## src/rtl/tsl_pkg.sv

```systemverilog
package tsl_pkg;

    localparam int          CRC_W       = 16;
    localparam logic [15:0] CRC_POLY    = 16'h1021;
    localparam logic [15:0] CRC_PRESET  = 16'hFFFF;
    // register value left after a frame plus its complemented check
    localparam logic [15:0] CRC_RESIDUE = 16'h1D0F;

    typedef enum logic [1:0] {
        TX_IDLE = 2'd0,
        TX_DATA = 2'd1,
        TX_CHK  = 2'd2
    } tx_state_e;

    typedef struct packed {
        logic txd;
        logic rts;
    } line_t;

    typedef struct packed {
        logic done;
        logic trunc;
        logic crc_bad;
    } rx_end_t;

    // one serial step of the check register, bit taken in wire order
    function automatic logic [15:0] crc_step(input logic [15:0] c, input logic b);
        logic fb;
        fb = c[15] ^ b;
        return {c[14:0], 1'b0} ^ (fb ? CRC_POLY : 16'h0000);
    endfunction

endpackage

```

## src/rtl/tsl_tx.sv

```systemverilog
module tsl_tx
    import tsl_pkg::*;
#(
    parameter int BYTE_W = 8
) (
    input  logic              clk,
    input  logic              rst,
    input  logic              bit_en,
    input  logic              msb_first,
    input  logic              in_valid,
    input  logic [BYTE_W-1:0] in_data,
    input  logic              in_last,
    input  logic              in_crc_en,
    output logic              in_ready,
    output logic              txd,
    output logic              rts,
    output logic              underrun
);

    localparam int MAXB = (BYTE_W > CRC_W) ? BYTE_W : CRC_W;
    localparam int CW   = $clog2(MAXB + 1);
    localparam logic [CW-1:0] BYTE_END = CW'(BYTE_W);
    localparam logic [CW-1:0] CHK_END  = CW'(CRC_W);

    tx_state_e         state;
    logic [BYTE_W-1:0] sh;
    logic              dir_msb;
    logic [CW-1:0]     cnt;
    logic              last_q;
    logic              chk_q;
    logic [15:0]       crc;
    logic [15:0]       chk_sh;
    line_t             line;
    logic              und_q;

    logic              at_boundary;
    logic              take;
    logic              ld_bit;
    logic [BYTE_W-1:0] ld_sh;
    logic              cur_bit;
    logic [BYTE_W-1:0] nxt_sh;

    assign at_boundary = (state == TX_DATA) && (cnt == BYTE_END);
    assign take        = bit_en && ((state == TX_IDLE) || (at_boundary && !last_q));
    assign in_ready    = take;

    assign ld_bit  = msb_first ? in_data[BYTE_W-1] : in_data[0];
    assign ld_sh   = msb_first ? {in_data[BYTE_W-2:0], 1'b0} : {1'b0, in_data[BYTE_W-1:1]};
    assign cur_bit = dir_msb ? sh[BYTE_W-1] : sh[0];
    assign nxt_sh  = dir_msb ? {sh[BYTE_W-2:0], 1'b0} : {1'b0, sh[BYTE_W-1:1]};

    assign txd      = line.txd;
    assign rts      = line.rts;
    assign underrun = und_q;

    always_ff @(posedge clk) begin
        if (rst) begin
            state   <= TX_IDLE;
            sh      <= '0;
            dir_msb <= 1'b1;
            cnt     <= '0;
            last_q  <= 1'b0;
            chk_q   <= 1'b0;
            crc     <= CRC_PRESET;
            chk_sh  <= '0;
            line    <= '{txd: 1'b1, rts: 1'b0};
            und_q   <= 1'b0;
        end else begin
            und_q <= 1'b0;
            if (bit_en) begin
                unique case (state)
                    TX_IDLE: begin
                        if (in_valid) begin
                            sh      <= ld_sh;
                            dir_msb <= msb_first;
                            last_q  <= in_last;
                            chk_q   <= in_crc_en;
                            crc     <= crc_step(CRC_PRESET, ld_bit);
                            cnt     <= CW'(1);
                            line    <= '{txd: ld_bit, rts: 1'b1};
                            state   <= TX_DATA;
                        end
                    end
                    TX_DATA: begin
                        if (cnt != BYTE_END) begin
                            line.txd <= cur_bit;
                            sh       <= nxt_sh;
                            crc      <= crc_step(crc, cur_bit);
                            cnt      <= cnt + CW'(1);
                        end else if (!last_q) begin
                            if (in_valid) begin
                                sh       <= ld_sh;
                                dir_msb  <= msb_first;
                                last_q   <= in_last;
                                crc      <= crc_step(crc, ld_bit);
                                cnt      <= CW'(1);
                                line.txd <= ld_bit;
                            end else begin
                                und_q <= 1'b1;
                                line  <= '{txd: 1'b1, rts: 1'b0};
                                cnt   <= '0;
                                state <= TX_IDLE;
                            end
                        end else if (chk_q) begin
                            line.txd <= ~crc[15];
                            chk_sh   <= {~crc[14:0], 1'b0};
                            cnt      <= CW'(1);
                            state    <= TX_CHK;
                        end else begin
                            line  <= '{txd: 1'b1, rts: 1'b0};
                            cnt   <= '0;
                            state <= TX_IDLE;
                        end
                    end
                    TX_CHK: begin
                        if (cnt != CHK_END) begin
                            line.txd <= chk_sh[15];
                            chk_sh   <= {chk_sh[14:0], 1'b0};
                            cnt      <= cnt + CW'(1);
                        end else begin
                            line  <= '{txd: 1'b1, rts: 1'b0};
                            cnt   <= '0;
                            state <= TX_IDLE;
                        end
                    end
                    default: state <= TX_IDLE;
                endcase
            end
        end
    end

    AST_IDLE_LINE: assert property (@(posedge clk) disable iff (rst)
        (state == TX_IDLE) |-> (txd && !rts));
    AST_RTS_START: assert property (@(posedge clk) disable iff (rst)
        $rose(rts) |-> $past(in_valid && in_ready));
    AST_RTS_END_TICK: assert property (@(posedge clk) disable iff (rst)
        $fell(rts) |-> $past(bit_en));
    AST_LINE_HOLD: assert property (@(posedge clk) disable iff (rst)
        !bit_en |=> ($stable(txd) && $stable(rts)));
    AST_UNDERRUN_DROP: assert property (@(posedge clk) disable iff (rst)
        underrun |-> (!rts && $past(rts)));

endmodule

```

## src/rtl/tsl_rx.sv

```systemverilog
module tsl_rx
    import tsl_pkg::*;
#(
    parameter int BYTE_W = 8
) (
    input  logic              clk,
    input  logic              rst,
    input  logic              bit_en,
    input  logic              msb_first,
    input  logic              rxd,
    input  logic              cd_n,
    input  logic              crc_chk,
    output logic              out_valid,
    output logic [BYTE_W-1:0] out_data,
    output logic              frame_end,
    output logic              truncated,
    output logic              crc_error
);

    localparam int CW = $clog2(BYTE_W);
    localparam logic [CW-1:0] LAST_BIT = CW'(BYTE_W - 1);

    logic              in_frame;
    logic [CW-1:0]     cnt;
    logic [BYTE_W-1:0] acc;
    logic [BYTE_W-1:0] nxt_acc;
    logic [15:0]       crc;
    logic              val_q;
    logic [BYTE_W-1:0] dat_q;
    rx_end_t           stat;

    assign nxt_acc = msb_first ? {acc[BYTE_W-2:0], rxd} : {rxd, acc[BYTE_W-1:1]};

    assign out_valid = val_q;
    assign out_data  = dat_q;
    assign frame_end = stat.done;
    assign truncated = stat.trunc;
    assign crc_error = stat.crc_bad;

    always_ff @(posedge clk) begin
        if (rst) begin
            in_frame <= 1'b0;
            cnt      <= '0;
            acc      <= '0;
            crc      <= CRC_PRESET;
            val_q    <= 1'b0;
            dat_q    <= '0;
            stat     <= '0;
        end else begin
            val_q <= 1'b0;
            stat  <= '0;
            if (bit_en) begin
                if (!cd_n) begin
                    in_frame <= 1'b1;
                    acc      <= nxt_acc;
                    crc      <= crc_step(crc, rxd);
                    if (cnt == LAST_BIT) begin
                        val_q <= 1'b1;
                        dat_q <= nxt_acc;
                        cnt   <= '0;
                    end else begin
                        cnt <= cnt + CW'(1);
                    end
                end else if (in_frame) begin
                    in_frame <= 1'b0;
                    stat     <= '{done:    1'b1,
                                  trunc:   (cnt != '0),
                                  crc_bad: crc_chk && (cnt == '0) && (crc != CRC_RESIDUE)};
                    cnt      <= '0;
                    crc      <= CRC_PRESET;
                end
            end
        end
    end

    AST_BYTE_NEEDS_CD: assert property (@(posedge clk) disable iff (rst)
        out_valid |-> $past(!cd_n && bit_en));
    AST_END_ON_CD_LOSS: assert property (@(posedge clk) disable iff (rst)
        frame_end |-> $past(cd_n && bit_en));
    AST_TRUNC_AT_END: assert property (@(posedge clk) disable iff (rst)
        truncated |-> frame_end);
    AST_CRC_CLEAN_ONLY: assert property (@(posedge clk) disable iff (rst)
        crc_error |-> (frame_end && !truncated));

endmodule

```

## src/rtl/tsl_link.sv

```systemverilog
module tsl_link
    import tsl_pkg::*;
#(
    parameter int BYTE_W = 8
) (
    input  logic              clk,
    input  logic              rst,
    input  logic              tx_bit_en,
    input  logic              rx_bit_en,
    input  logic              msb_first,
    input  logic              tx_valid,
    input  logic [BYTE_W-1:0] tx_data,
    input  logic              tx_last,
    input  logic              tx_crc_en,
    output logic              tx_ready,
    output logic              txd,
    output logic              rts,
    output logic              tx_underrun,
    input  logic              rxd,
    input  logic              cd_n,
    input  logic              rx_crc_chk,
    output logic              rx_valid,
    output logic [BYTE_W-1:0] rx_data,
    output logic              rx_end,
    output logic              rx_trunc,
    output logic              rx_crc_err
);

    tsl_tx #(.BYTE_W(BYTE_W)) u_tx (
        .clk       (clk),
        .rst       (rst),
        .bit_en    (tx_bit_en),
        .msb_first (msb_first),
        .in_valid  (tx_valid),
        .in_data   (tx_data),
        .in_last   (tx_last),
        .in_crc_en (tx_crc_en),
        .in_ready  (tx_ready),
        .txd       (txd),
        .rts       (rts),
        .underrun  (tx_underrun)
    );

    tsl_rx #(.BYTE_W(BYTE_W)) u_rx (
        .clk       (clk),
        .rst       (rst),
        .bit_en    (rx_bit_en),
        .msb_first (msb_first),
        .rxd       (rxd),
        .cd_n      (cd_n),
        .crc_chk   (rx_crc_chk),
        .out_valid (rx_valid),
        .out_data  (rx_data),
        .frame_end (rx_end),
        .truncated (rx_trunc),
        .crc_error (rx_crc_err)
    );

endmodule

```

## config.mk

```make
export PLATFORM = sky130hd
export DESIGN_NAME = tsl_link
export DESIGN_NICKNAME = d
export VERILOG_FILES = /design/src/rtl/tsl_pkg.sv /design/src/rtl/tsl_tx.sv /design/src/rtl/tsl_rx.sv /design/src/rtl/tsl_link.sv
export SDC_FILE = /design/constraint.sdc
export NUM_CORES = 1
export LEC_CHECK = 0
export BUFFER_PORTS_ARGS = -buffer_cell sky130_fd_sc_hd__buf_2
export CAP_MARGIN = 20
export CORE_UTILIZATION = 40
export CTS_BUF_LIST = sky130_fd_sc_hd__clkbuf_2
export CTS_CLUSTER_DIAMETER = 100
export CTS_CLUSTER_SIZE = 24
export DETAILED_ROUTE_END_ITERATION = 10
export PLACE_DENSITY = 0.65
export SYNTH_ARGS = -nofsm -noshare
export SYNTH_HDL_FRONTEND = slang
export SYNTH_SLANG_ARGS = --single-unit
```

## constraint.sdc

```tcl
create_clock -name clk -period 3.3 [get_ports clk]
set_input_delay 0.33 -clock clk [delete_from_list [all_inputs] [get_ports clk]]
set_output_delay 0.33 -clock clk [all_outputs]
set_load 0.05 [all_outputs]
```

==> run_results.csv, run 1 <==
group,metric,value,unit
pwr,ir_drop,331,µV
drt,drtAntennaViolNets,0,
cts,clockBufferDepth,2,
cts,ctsHoldBuffers,6,
cts,ctsResizeCount,0,
sta,setup_tns,0,ns
hold_path,holdPathStages,3,
run_status,status,"finished clean",
cts,clkSlewWorstSetupHoldPaths,0.25,ns
finish,multi_input_area,0.00243,mm²
synthesis,synth-async-reset-ratio,0,%
pwr,clock_power_share,26.4,%
place,routabilityCongestion,0.846,
synthesis,ys_seq_area_share,40.8,%
floorplanning,io_pins,35,
setup_path,crit_type,"reg2out",
sta,fin_ws,0.301,ns
place,port_buffers,34,
sta,post-route-period-util,90.9,%
synthesis,synth.largest_area_cell,"dfxtp_1",
setup_path,crit_fanout,11,
synthesis,yosys_warnings,0,
cts,cts-root-buf,"clkbuf_2",
job,max_cap_viol_count,0,
global_routing,grt_pass1_vias,3565,
synthesis,synth.most_common_cell,"dfxtp_1",
cts,h-tree-depth,3,
finish,synthToLayoutAreaGrowth,8.03,%
finish,fillCellCount,1114,
global_routing,grt_pass1_wl,17.4,mm
synthesis,yosysTopAreaCellShare,40.8,%
drt,drtIter0Drc,290,
hold_path,holdPathEnd,"u_rx.acc[7]",
setup_path,timing.rr.start,"u_tx.state[0]",
floorplanning,die_h,108,µm
finish,register_area,0.00184,mm²
setup_path,reg2reg_depth,7,
floorplanning,die_area,0.0117,mm²
floorplanning,die_w,108,µm
synthesis,synthesis.area,0.00452,mm²
place,hpwlAfterDp,7.07,mm
cts,clock_latency,0.60,ns
setup_path,crit_path_end_kind,"primary output",
synthesis,synth_cells,527,
synthesis,synth_edf_count,0,
setup_path,crit_required,2.97,ns
synthesis,ys_top_cells_by_count,"dfxtp_1 (92), o21ai_0 (41), a21oi_1 (40)",
synthesis,syn_nets,555,
global_routing,antenna_found_initial,0,
synthesis,synth_area_per_cell,8.58,µm²
setup_path,startpoint_type,"flop",
hold_path,hold_start,"rxd",
sta,fmax,333,MHz
pwr,netSwitchingFraction,31.7,%
pwr,power_switching,0.625,mW
sta,timing.slew.headroom,56.2,%
setup_path,crit_arrival,2.67,ns
sta,tightest_slew,0.639,ns
floorplanning,rows,38,
sta,hold_slack,0.150,ns
sta,final.setup_skew,0.0239,ns
place,dp_slack,1.01,ns
finish,drive_gt1_share,14.5,%
global_routing,overflow,0,
pwr,leakage,1.77,nW
cts,cts_inserted_buffers,9,
synthesis,synth.distinct_cells,60,
pwr,combPwrFrac,14.2,%
cts,postCtsSetupRepairBufs,0,
pwr,power.total,1.97,mW
drt,wirelength,10.7,mm
global_routing,grt_max_degree,61,
synthesis,synthTopCellsByArea,"dfxtp_1 (41%), o21ai_0 (4.5%), a21oi_1 (4.4%)",
hold_path,hp-class,"in2reg",
sta,rsz0062_at_grt,"no",
finish,nNetsFinal,569,
pwr,pwr-share-seq,59.4,%
finish,antenna_cells,0,
global_routing,grtUsageTotal,19.0,%
drt,avgRoutedWirePerCell,15.6,µm
cts,cts_tree,"yes",
synthesis,ys.flop_type,"dfxtp_1",
synthesis,ys_ff_latch,92,
sta,period_needed,3.00,ns
pwr,p_int,1.35,mW
pwr,power_density,404,mW/mm²
sta,hold_viol,0,
drt,drt-pass1-iter-count,5,
cts,cts_sinks,92,
sta,slew_viol_final,0,
floorplanning,initial_utilization,41.3,%
floorplanning,core-area,0.0109,mm²
drt,vias,4010,
sta,setup_viol,0,
drt,drc_errors,0,
finish,utilization,44.6,%
drt,viasPerCell,5.85,
setup_path,r2r-end,"u_tx.chk_sh[10]",
setup_path,worst-r2r-setup-slack,1.03,ns
[metrics by stage]
stage          cells  cell area (µm²)
2_1_floorplan    527             4520
3_3_place_gp     664             4730
3_5_place_dp     664             4730
4_1_cts          686             4880
5_1_grt          686             4880
6_report         686             4880
[cell type report]
type | instances | share of cell area, %
multi-input cells | 376 | 49.7
flip-flops and latches | 92 | 37.7
repair buffers | 48 | 5.95
well taps | 140 | 3.59
inverters | 14 | 1.08
clock inverters | 7 | 1.03
clock buffers | 9 | 0.923
[layer usage]
| metal | wire, µm | global-route usage [%] | share of wire, % |
|---|---|---|---|
| met5 | 0 | 0 | 0 |
| met3 | 580 | 4.88 | 5.4 |
| met2 | 4900 | 29.5 | 46 |
| met4 | 148 | 6.37 | 1.4 |
| met1 | 5050 | 25.5 | 47 |
[cells by family after synthesis]
kind of cell / share of synthesized area, %
compound gates: 25.1
simple gates: 17.7
flops: 40.8
buf+inv: 5.54
mux: 7.34
fa+ha+maj: 2.49
xor+xnor: 1.16
[power groups by stage]
stage | clock, mW | combinational [mW] | sequential [mW]
2_1_floorplan | 0 | 0.202 | 1.19
3_3_place_gp | 0 | 0.267 | 1.19
3_5_place_dp | 0 | 0.271 | 1.19
4_1_cts | 0.545 | 0.278 | 1.17
5_1_grt | 0.583 | 0.306 | 1.18
6_report | 0.520 | 0.280 | 1.17
[layout by cell type, fill, tap and decap left out, drive strengths merged, types with 8 or more instances in the layout]
master / Yosys / layout
o31ai: 8 / 8
mux2: 14 / 14
inv: 12 / 14
a211oi: 25 / 25
nand2: 39 / 39
o21ai: 43 / 43
nand3: 12 / 12
nor4: 15 / 15
dfxtp: 92 / 92
nor2b: 12 / 12
clkbuf: 25 / 9
nand4: 13 / 13
ha: 9 / 9
a21oi: 41 / 41
buf: 20 / 42
nor2: 35 / 35
o22ai: 21 / 21
o211ai: 11 / 11
mux2i: 17 / 17
[flip-flops by register name (all words and copies together), names as in the netlist, 2 cells and up]
signal and count:
u_rx.cnt 3, u_rx.crc 16, u_tx.state 2, u_tx.cnt 5, u_tx.crc 16, u_rx.out_data 8
u_rx.acc 8, u_tx.chk_sh 15, u_tx.sh 8
[critical path, cell delays in order, from the launching register on]
cell and delay (ns):
dfxtp_1 0.40, inv_1 0.09, ha_1 0.23, nand4bb_1 0.47
nor3_1 0.38, nor2_1 0.07, nor2_1 0.13, buf_2 0.28
[how the worst max path moves through the flow]
stage | start | end | slack, ns | cells past startpoint
floorplan | u_tx.cnt[0] | tx_ready | 1.15 | 7
global placement | u_tx.state[1] | tx_ready | 1.07 | 7
detailed placement | u_tx.state[1] | tx_ready | 1.01 | 7
finish | u_tx.cnt[0] | tx_ready | 0.30 | 7
global route | u_tx.state[1] | tx_ready | 0.03 | 7
CTS | u_tx.state[1] | tx_ready | 0.26 | 7
Note: power is estimated with default switching activity, not from simulation.
==> run 2: changes to the inputs <==
Settings changed: CTS_CLUSTER_SIZE 24 to default, GPL_TIMING_DRIVEN from default to 0.
==> run 2 against run 1 <==
  * Via count increased by 5.2%
  * Clock skew increased by 0.0058 ns
  * Final area increased by 2.9%
  * Non-clock buffer count increased by 35
  * Setup slack improved by 0.23 ns
  * Clock-buffer cell count increased by 2
  * Sequential power about the same
  * Flip-flop and latch count unchanged
  * Largest power group unchanged
  * Highest routed layer unchanged
==> run_results.csv, run 2 (synthesis gave the netlist of run 1 again) <==
group,metric,value,unit
cts,ctsResizeCount,0,
hold_path,hp-class,"in2reg",
pwr,ir_drop,297,µV
sta,timing.slew.headroom,55.5,%
cts,clockBufferDepth,2,
cts,clkSlewWorstSetupHoldPaths,0.22,ns
setup_path,worst-r2r-setup-slack,1.07,ns
pwr,leakage,1.83,nW
drt,drtIter0Drc,413,
setup_path,worstSetupStartpoint,"u_tx.cnt[0]",
sta,setup_viol,0,
drt,vias,4218,
finish,reg_top3,"u_rx.crc: 16 flops, u_tx.crc: 16 flops, u_tx.chk_sh: 15 flops",
global_routing,antenna_found_initial,1,
place,hpwlAfterDp,8.20,mm
setup_path,r2r-end,"u_tx.sh[2]",
drt,viasPerCell,5.86,
floorplanning,io_pins,35,
setup_path,crit_required,2.97,ns
floorplanning,rows,38,
floorplanning,initial_utilization,41.3,%
floorplanning,die_area,0.0117,mm²
setup_path,timing.rr.start,"u_tx.state[0]",
sta,slew_viol_final,0,
floorplanning,die_w,108,µm
finish,drive_gt1_share,14.7,%
job,max_cap_viol_count,0,
place,dp_slack,1.08,ns
floorplanning,core-area,0.0109,mm²
cts,cts_sinks,92,
place,routabilityCongestion,0.865,
sta,hold_viol,0,
drt,avgRoutedWirePerCell,15.9,µm
global_routing,grt_pass1_vias,3868,
cts,cts-root-buf,"clkbuf_2",
sta,post-route-period-util,83.8,%
floorplanning,die_h,108,µm
sta,fmax,362,MHz
finish,synthToLayoutAreaGrowth,11.2,%
pwr,power_density,407,mW/mm²
finish,nNetsFinal,604,
run_status,status,"finished clean",
global_routing,overflow,0,
finish,mostFrequentLayoutCells,"dfxtp_1 (92), buf_2 (47), o21ai_0 (41)",
cts,cts_inserted_buffers,9,
sta,fin_ws,0.534,ns
setup_path,startpoint_type,"flop",
global_routing,grt_max_degree,16,
setup_path,crit_arrival,2.44,ns
sta,tightest_slew,0.649,ns
drt,drt-pass1-iter-count,5,
sta,hold_slack,0.0438,ns
drt,drtAntennaViolNets,0,
setup_path,crit_type,"reg2out",
sta,rsz0062_at_grt,"no",
cts,cts_tree,"yes",
sta,setup_tns,0,ns
place,port_buffers,33,
global_routing,grt_pass1_wl,18.7,mm
finish,antenna_cells,0,
cts,ctsHoldBuffers,5,
sta,period_needed,2.77,ns
setup_path,reg2reg_depth,8,
drt,wirelength,11.4,mm
sta,final.setup_skew,0.0297,ns
drt,drc_errors,0,
setup_path,crit_fanout,10,
setup_path,endpoint,"tx_ready",
setup_path,crit_path_end_kind,"primary output",
cts,postCtsSetupRepairBufs,0,
global_routing,grtUsageTotal,20.4,%
cts,clock_latency,0.60,ns
finish,final_common_cell,"dfxtp_1",
cts,h-tree-depth,3,
run 2: cell types whose count changed in the layout (fill, tap and decap cells not counted), sizes merged:
cell / change
clkbuf: +27
buf: +11
clkinv: -4
bufinv: +1
dlygate4sd3: -1
run 2: per-stage QoR:
stage	util (%)	std cells	power (mW)	area, µm²
after floorplan	-	527	1.39	4520
after global placement	44.4	700	1.47	4860
after detailed placement	44.4	700	1.48	4860
after CTS	45.9	720	2.06	5020
after global routing	45.9	720	2.14	5020
final	45.9	720	2.05	5020
run 2: where the power goes:
group          switching [mW]  leakage [nW]  internal [mW]
clock network           0.392        0.0745          0.187
registers              0.0235         0.747           1.14
logic                   0.197          1.01          0.102
total                   0.613          1.83           1.43
run 2: worst min-delay path by stage:
stage	startpoint	to	slack, ns	cells past startpoint
4_1_cts	tx_last	u_tx.last_q	0.02	3
2_1_floorplan	rx_bit_en	u_rx.in_frame	0.42	1
6_report	tx_last	u_tx.last_q	0.04	3
3_5_place_dp	u_tx.chk_sh[15]	u_tx.chk_sh[15]	0.46	2
3_3_place_gp	u_tx.chk_sh[2]	u_tx.chk_sh[2]	0.45	2
5_1_grt	tx_last	u_tx.last_q	0.03	3
run 2: final cells by class:
type / instances / area (µm²)
plain buffers: 45 / 198
clock buffers: 11 / 55.1
clock inverters: 4 / 58.8
fillers: 1102 / 5910
inverters: 14 / 52.6
multi-input cells: 376 / 2430
flip-flops and latches: 92 / 1840
well taps: 140 / 175
repair buffers: 38 / 215
run 2: worst max-delay path, stage by stage, from the launching register on:
cell,delay [ns]
dfxtp_1,0.39
inv_1,0.08
ha_1,0.20
nand4bb_1,0.14
buf_2,0.21
nor3_1,0.38
nor2_1,0.07
nor2_1,0.11
buf_2,0.28
run 2: metal layers:
| metal | vias up | GRT usage (%) | part of all wire [%] |
|---|---|---|---|
| met2 | 134 | 32.6 | 45 |
| met4 | 0 | 5.79 | 1.5 |
| met3 | 18 | 6.15 | 6.7 |
| met5 | - | 0 | 0 |
| met1 | 2000 | 26.6 | 47 |
| li1 | 2066 | - | - |
